==> src/rtl/prf_pkg.sv <==
// Package prf_pkg
// Holds the size-code encoding and the legality rule shared by the read
// views and the write merge of the partial register file.
// Assumes a 3-bit size code where 1, 2 and 4 name byte, word and long.
package prf_pkg;
    localparam int SIZE_W = 3;
    localparam logic [SIZE_W-1:0] SZ_BYTE = 3'd1;
    localparam logic [SIZE_W-1:0] SZ_WORD = 3'd2;
    localparam logic [SIZE_W-1:0] SZ_LONG = 3'd4;

    // Legal when the width is long or word, or byte on a byte-capable register.
    function automatic logic access_ok(input logic byte_cap, input logic [SIZE_W-1:0] size);
        case (size)
            SZ_LONG, SZ_WORD: access_ok = 1'b1;
            SZ_BYTE:          access_ok = byte_cap;
            default:          access_ok = 1'b0;
        endcase
    endfunction
endpackage

==> src/rtl/prf_read_view.sv <==
// Module prf_read_view
// Turns one full register value into the zero-extended view that a read
// port asked for, and flags illegal requests (data is then zero).
// Assumes the register value is already selected by index in the caller.
// The clock and reset are used only by the local assertions.
module prf_read_view #(
    parameter int DATA_W    = 32,
    parameter int IDX_W     = 3,
    parameter int BYTE_REGS = 4
) (
    input  logic                       clk,
    input  logic                       rst_n,
    input  logic [IDX_W-1:0]           idx,
    input  logic [prf_pkg::SIZE_W-1:0] size,
    input  logic                       hi,
    input  logic [DATA_W-1:0]          reg_val,
    output logic [DATA_W-1:0]          data,
    output logic                       illegal
);
    import prf_pkg::*;
    localparam int HALF_W = DATA_W / 2;
    localparam int BYTE_W = DATA_W / 4;

    logic byte_cap;
    logic legal;

    // Decide whether the addressed register offers the requested width.
    always_comb begin
        byte_cap = ({1'b0, idx} < (IDX_W+1)'(BYTE_REGS));
        legal    = access_ok(byte_cap, size);
    end

    // Extract and zero-extend the requested lane.
    always_comb begin
        data = '0;
        if (legal) begin
            case (size)
                SZ_LONG: data = reg_val;
                SZ_WORD: data = DATA_W'(reg_val[HALF_W-1:0]);
                SZ_BYTE: data = hi ? DATA_W'(reg_val[2*BYTE_W-1:BYTE_W])
                                   : DATA_W'(reg_val[BYTE_W-1:0]);
                default: data = '0;
            endcase
        end
        illegal = !legal;
    end

    // word reads carry nothing above bit 15.
    assert_word_zext_R5: assert property (@(posedge clk) disable iff (!rst_n)
        (size == SZ_WORD) |-> (data[DATA_W-1:HALF_W] == '0));
    // byte reads carry nothing above bit 7.
    assert_byte_zext_R5: assert property (@(posedge clk) disable iff (!rst_n)
        (size == SZ_BYTE) |-> (data[DATA_W-1:BYTE_W] == '0));
    // an illegal read returns zero data.
    assert_illegal_zero_R6: assert property (@(posedge clk) disable iff (!rst_n)
        illegal |-> (data == '0));
endmodule

==> src/rtl/prf_write_merge.sv <==
// Module prf_write_merge
// Builds the next value of the addressed register by overlaying the write
// data onto its old contents in the requested lane only.
// Assumes low-aligned write data; reports legality of the write request.
module prf_write_merge #(
    parameter int DATA_W    = 32,
    parameter int IDX_W     = 3,
    parameter int BYTE_REGS = 4
) (
    input  logic [IDX_W-1:0]           idx,
    input  logic [prf_pkg::SIZE_W-1:0] size,
    input  logic                       hi,
    input  logic [DATA_W-1:0]          old_val,
    input  logic [DATA_W-1:0]          wdata,
    output logic [DATA_W-1:0]          new_val,
    output logic                       legal
);
    import prf_pkg::*;
    localparam int HALF_W = DATA_W / 2;
    localparam int BYTE_W = DATA_W / 4;

    logic byte_cap;

    // Decide whether the addressed register accepts this write width.
    always_comb begin
        byte_cap = ({1'b0, idx} < (IDX_W+1)'(BYTE_REGS));
        legal    = access_ok(byte_cap, size);
    end

    // Overlay the write data onto the old value in the chosen lane.
    always_comb begin
        new_val = old_val;
        case (size)
            SZ_LONG: new_val = wdata;
            SZ_WORD: new_val[HALF_W-1:0] = wdata[HALF_W-1:0];
            SZ_BYTE: begin
                if (hi) new_val[2*BYTE_W-1:BYTE_W] = wdata[BYTE_W-1:0];
                else    new_val[BYTE_W-1:0]        = wdata[BYTE_W-1:0];
            end
            default: new_val = old_val;
        endcase
    end
endmodule

==> src/rtl/partial_regfile.sv <==
// Module partial_regfile
// Register file with two combinational read ports and one write port,
// each able to access full, low-half or byte views of a register.
// Assumes synchronous active-low reset; reads return pre-edge contents.
module partial_regfile #(
    parameter int NUM_REGS  = 8,
    parameter int DATA_W    = 32,
    parameter int BYTE_REGS = 4,
    localparam int IDX_W    = $clog2(NUM_REGS)
) (
    input  logic                       clk,
    input  logic                       rst_n,
    input  logic                       wr_en,
    input  logic [IDX_W-1:0]           wr_idx,
    input  logic [prf_pkg::SIZE_W-1:0] wr_size,
    input  logic                       wr_hi,
    input  logic [DATA_W-1:0]          wr_data,
    output logic                       wr_illegal,
    input  logic [IDX_W-1:0]           rd0_idx,
    input  logic [prf_pkg::SIZE_W-1:0] rd0_size,
    input  logic                       rd0_hi,
    output logic [DATA_W-1:0]          rd0_data,
    output logic                       rd0_illegal,
    input  logic [IDX_W-1:0]           rd1_idx,
    input  logic [prf_pkg::SIZE_W-1:0] rd1_size,
    input  logic                       rd1_hi,
    output logic [DATA_W-1:0]          rd1_data,
    output logic                       rd1_illegal
);
    import prf_pkg::*;
    localparam int HALF_W = DATA_W / 2;
    localparam int BYTE_W = DATA_W / 4;

    logic [DATA_W-1:0] q [NUM_REGS];
    logic [DATA_W-1:0] merged;
    logic              wr_legal;
    logic              wr_commit;

    prf_write_merge #(.DATA_W(DATA_W), .IDX_W(IDX_W), .BYTE_REGS(BYTE_REGS)) u_merge (
        .idx     (wr_idx),
        .size    (wr_size),
        .hi      (wr_hi),
        .old_val (q[wr_idx]),
        .wdata   (wr_data),
        .new_val (merged),
        .legal   (wr_legal)
    );

    // Qualify the write request and report a dropped illegal request.
    always_comb begin
        wr_commit  = wr_en && wr_legal;
        wr_illegal = wr_en && !wr_legal;
    end

    for (genvar i = 0; i < NUM_REGS; i++) begin : g_reg
        // Hold one register; clear on reset, load the merged value on commit.
        always_ff @(posedge clk) begin
            if (!rst_n)                                      q[i] <= '0;
            else if (wr_commit && (wr_idx == IDX_W'(i)))     q[i] <= merged;
        end

        // a word write keeps the upper half.
        assert_word_keeps_upper_R3: assert property (@(posedge clk) disable iff (!rst_n)
            (wr_commit && wr_idx == IDX_W'(i) && wr_size == SZ_WORD)
            |=> (q[i][DATA_W-1:HALF_W] == $past(q[i][DATA_W-1:HALF_W])));
        // a low-byte write keeps bits above the low byte.
        assert_lo_byte_keeps_rest_R4: assert property (@(posedge clk) disable iff (!rst_n)
            (wr_commit && wr_idx == IDX_W'(i) && wr_size == SZ_BYTE && !wr_hi)
            |=> (q[i][DATA_W-1:BYTE_W] == $past(q[i][DATA_W-1:BYTE_W])));
        // a high-byte write keeps the low byte and the upper half.
        assert_hi_byte_keeps_rest_R4: assert property (@(posedge clk) disable iff (!rst_n)
            (wr_commit && wr_idx == IDX_W'(i) && wr_size == SZ_BYTE && wr_hi)
            |=> (q[i][BYTE_W-1:0] == $past(q[i][BYTE_W-1:0]) &&
                 q[i][DATA_W-1:HALF_W] == $past(q[i][DATA_W-1:HALF_W])));
        // an illegal write leaves every register as it was.
        assert_illegal_no_write_R6: assert property (@(posedge clk) disable iff (!rst_n)
            wr_illegal |=> $stable(q[i]));
        // a register not addressed by an enabled write stays stable.
        assert_unaddressed_stable_R8: assert property (@(posedge clk) disable iff (!rst_n)
            !(wr_en && wr_idx == IDX_W'(i)) |=> $stable(q[i]));
    end

    prf_read_view #(.DATA_W(DATA_W), .IDX_W(IDX_W), .BYTE_REGS(BYTE_REGS)) u_rd0 (
        .clk     (clk),
        .rst_n   (rst_n),
        .idx     (rd0_idx),
        .size    (rd0_size),
        .hi      (rd0_hi),
        .reg_val (q[rd0_idx]),
        .data    (rd0_data),
        .illegal (rd0_illegal)
    );

    prf_read_view #(.DATA_W(DATA_W), .IDX_W(IDX_W), .BYTE_REGS(BYTE_REGS)) u_rd1 (
        .clk     (clk),
        .rst_n   (rst_n),
        .idx     (rd1_idx),
        .size    (rd1_size),
        .hi      (rd1_hi),
        .reg_val (q[rd1_idx]),
        .data    (rd1_data),
        .illegal (rd1_illegal)
    );

    // no illegal flag without a write request.
    assert_no_flag_when_idle_R8: assert property (@(posedge clk) disable iff (!rst_n)
        !wr_en |-> !wr_illegal);
endmodule

==> config.mk <==
export PLATFORM = sky130hd
export DESIGN_NAME = partial_regfile
export DESIGN_NICKNAME = d
export VERILOG_FILES = /design/src/rtl/prf_pkg.sv /design/src/rtl/prf_read_view.sv /design/src/rtl/prf_write_merge.sv /design/src/rtl/partial_regfile.sv
export SDC_FILE = /design/constraint.sdc
export NUM_CORES = 1
export LEC_CHECK = 0
export BUFFER_PORTS_ARGS = -buffer_cell sky130_fd_sc_hd__buf_4
export CAP_MARGIN = 20
export CORE_UTILIZATION = 65
export CTS_CLUSTER_SIZE = 24
export DETAILED_ROUTE_END_ITERATION = 16
export PLACE_DENSITY = 0.85
export SYNTH_ARGS = -nofsm -noshare
export SYNTH_HDL_FRONTEND = slang
export SYNTH_HIERARCHICAL = 1
export SYNTH_SLANG_ARGS = --single-unit
==> constraint.sdc <==
create_clock -name clk -period 11 [get_ports clk]
set_input_delay 2.2 -clock clk [delete_from_list [all_inputs] [get_ports clk]]
set_output_delay 2.2 -clock clk [all_outputs]
set_load 0.01 [all_outputs]
==> flow_summary.toml, run 1 <==
[status]
outcome = "finished clean"

[timing]
fin_crit_sh_pct = 62.94
fin_crit_ns = 6.923
slew_violations = 0
fin_skew_ns = 0.01272
hold_violations = 0
report.final.setup_viol = 0
slew_headroom_pct = 26.36
rsz0062_at_grt = "false"
fin_tns_setup_ns = 0
max_freq_mhz = 144.4
worstMarginPinSlew_ns = 1.105

[drt]
drcViolationCount = 0
vias = 11470
drtIter0Drc = 1434
post_drt_wl_per_cell_um = 30.82
ant_nets = 0
drt_wl_total_um = 46260
firstDrtPassIters = 5
vias_per_cell = 7.642

[clock_tree]
clkSinkCount = 256
clk_latency_ns = 0.54
clk_path_buf_depth = 3
clk_pin_slew_ns = 0.06
postCtsHoldBufs = 0
htreeDepth = 1
cts_tree = "yes"
cts_buffers = 26
root_buffer = "clkbuf_16"
post_cts_resized = 0
post-cts-setup-buffer-count = 0

[synth]
seq_area_frac_synth_pct = 46.93
ys_warn_count = 6
synthCells = 1100
synthesis.area_sq_mm = 0.01638
syn-num-nets = 1156
synth_cell_type_count = 40
synth-seq-cells = 256
syn_area_per_cell_sq_um = 14.89

[layout]
largestRegisters = "q (256)"
top_register = "q"
largest_register_ffs = 256
instances_no_fill = 1501
layout.nets = 1212
final_layout_size_suffix_gt1_share_pct = 44.05
area_growth_pct = 11.45

[global_route]
grt_pass1_vias = 11920
met3_usage_pct = 8.574
grt.overflow.total = 0
antenna_found_initial = 1
grt_start_max_net_pins = 109
grt_use_met2_pct = 57.87
grt_pass1_wl_um = 69930
grt.busiest_layer = "met2"
grt_use_total_pct = 36.55
grtUsageMet1_pct = 47.35

[hold_path]
hp-class = "reg2reg"

[power]
powerDensity_mw_per_mm2 = 136.4
peakVddDrop_uv = 150.8
cellLeakagePower_nw = 6.179
power_mw = 2.490

[critical_path]
cp-end-kind = "output port"
worstPathArrival_ns = 4.72
crit_type = "in2out"
cp_max_fo = 44
start_kind = "input port"
required_ns = 8.80

[die]
coreArea_sq_mm = 0.02453
boundaryPins = 123
die_area_sq_mm = 0.02584
chipHeight_um = 160.7
rows = 57
start_util_pct = 66.76
die_x_um = 160.7

[flow_run]
cap_violations = 0

[placed_design]
io_buffers = 122
place_hpwl_um = 25870
gp_congestion = 0.8869
dp_cells = 1451
## cell usage in the layout (no fill, tap or decap), types with 4 or more instances in the layout
cell type,Yosys,routed
clkbuf_1,66,4
nor3_1,256,256
clkinv_1,32,38
edfxtp_1,256,256
mux2_4,15,15
bufinv_16,0,4
o21ai_0,12,4
mux4_2,190,190
and2_1,56,56
clkbuf_16,0,27
buf_4,3,144
a221o_1,8,8
o21ai_4,0,8
mux2_2,105,105
a22o_1,16,16
## cell families (layout without fill, tap and decap cells)
group | Yosys count | count (layout) | synth area share [%]
XOR/XNOR | 3 | 3 | 0.1604
buffers and inverters | 151 | 227 | 4.637
other | 0 | 1 | 0
AO/OA/AOI/OAI | 41 | 41 | 2.085
AND/OR/NAND/NOR | 335 | 335 | 11.02
multiplexers | 314 | 314 | 35.16
flip-flops | 256 | 256 | 46.93
## cell type report
cell class / count / area (sq um)
Antenna cell: 1 / 2.502
Clock inverter: 17 / 192.7
Sequential cell: 256 / 7687
Clock buffer: 31 / 690.7
Timing Repair Buffer: 145 / 1109
Tap cell: 324 / 405.4
Multi-Input combinational cell: 693 / 8040
Fill cell: 1495 / 6279
Inverter: 34 / 127.6
## Yosys cell counts, drive strengths merged
cell      n  area, sq um
nand3     1        5.000
inv       2        7.510
nand2     1        3.750
mux4    192         4332
mux2i     2        20.02
nand2b    2        12.51
or4b      2        27.53
nor3    256         1281
edfxtp  256         7687
o22ai     4        51.30
nand4     1        6.260
o21ba     1        10.01
o21ai    12        60.06
buf      51        384.1
and4bb    1        12.51
clkbuf   66        247.7
nand3b    1        7.510
a221o     8        80.08
xnor2     3        26.28
mux2    120         1408
nor2b     1        6.260
nor3b     3        27.52
clkinv   32        120.1
and2     56        350.3
nor2      5        23.77
or2       1        6.260
or3b      1        11.26
or2b      2        15.01
a22o     16        140.1
nand4b    1        8.760
## critical path: stages
cell    delay [ns]
buf_4         0.35
buf_4         0.80
mux4_2        0.61
mux2_2        0.29
a22o_1        0.26
buf_4         0.16
## final timing paths
check                                 from     endpoint  slack, ns  cells after the start
worst min register to register    q[7][13]     q[7][13]       1.39                      5
worst min-delay path              q[7][13]     q[7][13]       1.39                      5
worst max-delay path            rd0_idx[1]  rd0_data[2]       4.08                      6
worst max register to register     q[3][8]      q[1][8]       8.87                      5
## power breakdown
group | total [mW] | leakage, nW | switching, mW | internal, mW
combinational | 0.427 | 3.11 | 0.233 | 0.195
sequential | 1.14 | 2.65 | 0.0315 | 1.11
clock | 0.918 | 0.420 | 0.375 | 0.543
total | 2.49 | 6.18 | 0.639 | 1.85
## stage by stage
stage / util (%) / area, sq um / setup slack (ns) / hold WS [ns]
floorplan: - / 16380 / 5.087 / 1.251
global placement: 70.69 / 17340 / 4.098 / 1.337
detailed placement: 70.69 / 17340 / 4.051 / 1.378
CTS: 74.29 / 18230 / 4.048 / 1.394
global route: 74.40 / 18250 / 3.911 / 1.461
finish: 74.41 / 18260 / 4.077 / 1.392
## metal layers
layer,vias to the layer above,routed length (um)
li1,4617,-
met1,5660,15290
met2,999,22570
met3,194,6236
met4,0,2168
met5,-,0
Note: power is estimated with default switching activity, not from simulation.
==> run 2, diff against run 1 <==
- CORE_UTILIZATION: 65 -> 62
- PLACE_DENSITY: 0.85 -> 0.82
- clock period: 11 -> 7.2 ns (I/O delays scaled with it)
==> run 2 against run 1 <==
- combinational power grew 53%
- flip-flop and latch count unchanged
- setup slack lost 2.1 ns
- worst hold slack worse by 0.0061 ns
- sequential share of layout area fell by 0.11 points
- final area rose by 0.26%
- critical path type unchanged
==> flow_summary.toml, run 2 (synthesis results as in run 1) <==
[power]
switching_share_pct = 25.96
peakVddDrop_uv = 201.5
pwr-share-clk_pct = 38.1
combPwrFrac_pct = 16.8
p_seq_share_pct = 45.1
powerDensity_mw_per_mm2 = 211.8
switching_power_mw = 1.006
cellLeakagePower_nw = 6.205
p_int_mw = 2.869

[drt]
vias = 11480
drcViolationCount = 0
ant_nets = 0
post_drt_wl_per_cell_um = 30.45
dr.max_layer_used = "met4"
dr_wl_met2_um = 22750
firstDrtPassIters = 5
drtIter0Drc = 1275
wl_met1_um = 15490
met3_wirelength_um = 5757
drt_wl_total_um = 46110
vias_per_cell = 7.581

[die]
die_area_sq_mm = 0.02707
coreArea_sq_mm = 0.02598
rows = 59
die_x_um = 164.5
start_util_pct = 63.03
chipHeight_um = 164.5
boundaryPins = 123

[timing]
hold_violations = 0
report.final.setup_viol = 0
slew_violations = 0
fin_crit_sh_pct = 72.63
fin_skew_ns = 0.008813
holdWs_ns = 1.386
max_freq_mhz = 191.2
slew_headroom_pct = 24.80
rsz0062_at_grt = "false"
fin_crit_ns = 5.230
fin_tns_setup_ns = 0
worstMarginPinSlew_ns = 1.128

[critical_path]
crit_type = "in2out"
cp_max_fo = 44
slowest_stage = "buf_4"
start_kind = "input port"
cpMostUsedCell = "buf_4"
cp-end-kind = "output port"
worstPathArrival_ns = 3.79
crit_chain = "buf_4 > buf_4 > mux4_2 > mux2_2 > a22o_1 > buf_4"
required_ns = 5.76
critical_path.max_stage_delay_ns = 0.70

[layout]
layout.nets = 1214
fill_cells = 1699
area_growth_pct = 11.74
largest_register_ffs = 256
multi_input_area_sq_mm = 0.008040
final_layout_size_suffix_gt1_share_pct = 44.61
final_cell_area_sq_mm = 0.01830
top_register = "q"
largestRegisters = "q (256)"
seq_area_sq_mm = 0.007687
antenna_cells = 0
layout_common_cells = "nor3_1, edfxtp_1, mux4_2"
final_util_pct = 70.44

[clock_tree]
clk_path_buf_depth = 3
clk_latency_ns = 0.54
post-cts-setup-buffer-count = 0
cts_buffers = 27
cts_tree = "yes"
root_buffer = "clkbuf_16"
postCtsHoldBufs = 0
clk_pin_slew_ns = 0.06
clkSinkCount = 256
post_cts_resized = 0
htreeDepth = 1

[global_route]
grt_pass1_vias = 11580
grt.overflow.total = 0
grt_start_max_net_pins = 96
grt_use_total_pct = 34.69
antenna_found_initial = 1
grt_pass1_wl_um = 68430

[hold_path]
hp-class = "reg2reg"

[placed_design]
place_area_sq_mm = 0.01737
place_hpwl_um = 26190
io_buffers = 122
gp_congestion = 0.8598

[status]
outcome = "finished clean"

[flow_run]
cap_violations = 0
## run 2: path summary, 6_finish.rpt
check	start	to	slack, ns	cells past startpoint
setup / recovery	rd1_idx[1]	rd1_data[3]	1.97	6
hold / removal	q[0][2]	q[4][2]	1.39	5
setup reg to reg	q[7][8]	q[0][8]	5.13	5
hold reg to reg	q[0][2]	q[4][2]	1.39	5
## run 2: layout make-up
cell class                      instances  area share, %
Sequential cell                       256          42.00
Multi-Input combinational cell        693          43.93
Timing Repair Buffer                  146          5.988
Clock inverter                         20          1.340
Clock buffer                           30          3.753
Inverter                               34         0.6973
Tap cell                              335          2.290
## run 2: critical path, delay by kind of cell
kind | cells | cell delay, ns
multiplexers | 2 | 0.84
buffers and inverters | 3 | 1.24
AO/OA/AOI/OAI | 1 | 0.23
## run 2: layer usage
metal	global-route usage, %	vias to the layer above
met4	16.39	0
met5	0	-
met1	45.00	5757
met3	6.278	182
li1	-	4636
met2	57.18	902
## run 2: metrics by stage
| step | std cells | setup slack (ns) | total power, mW |
|---|---|---|---|
| finish | 1514 | 1.970 | 3.876 |
| global route | 1514 | 1.810 | 3.960 |
| CTS | 1514 | 1.943 | 3.866 |
| detailed placement | 1464 | 1.939 | 2.414 |
| global placement | 1464 | 1.968 | 2.400 |
| floorplan | 1100 | 2.047 | 2.218 |
## run 2: power by group through the flow
stage / Combinational, mW / Clock, mW / Sequential (mW)
final: 0.652 / 1.48 / 1.75
after global routing: 0.684 / 1.52 / 1.75
after CTS: 0.646 / 1.47 / 1.75
after detailed placement: 0.639 / 0 / 1.78
after global placement: 0.631 / 0 / 1.77
after floorplan: 0.456 / 0 / 1.76
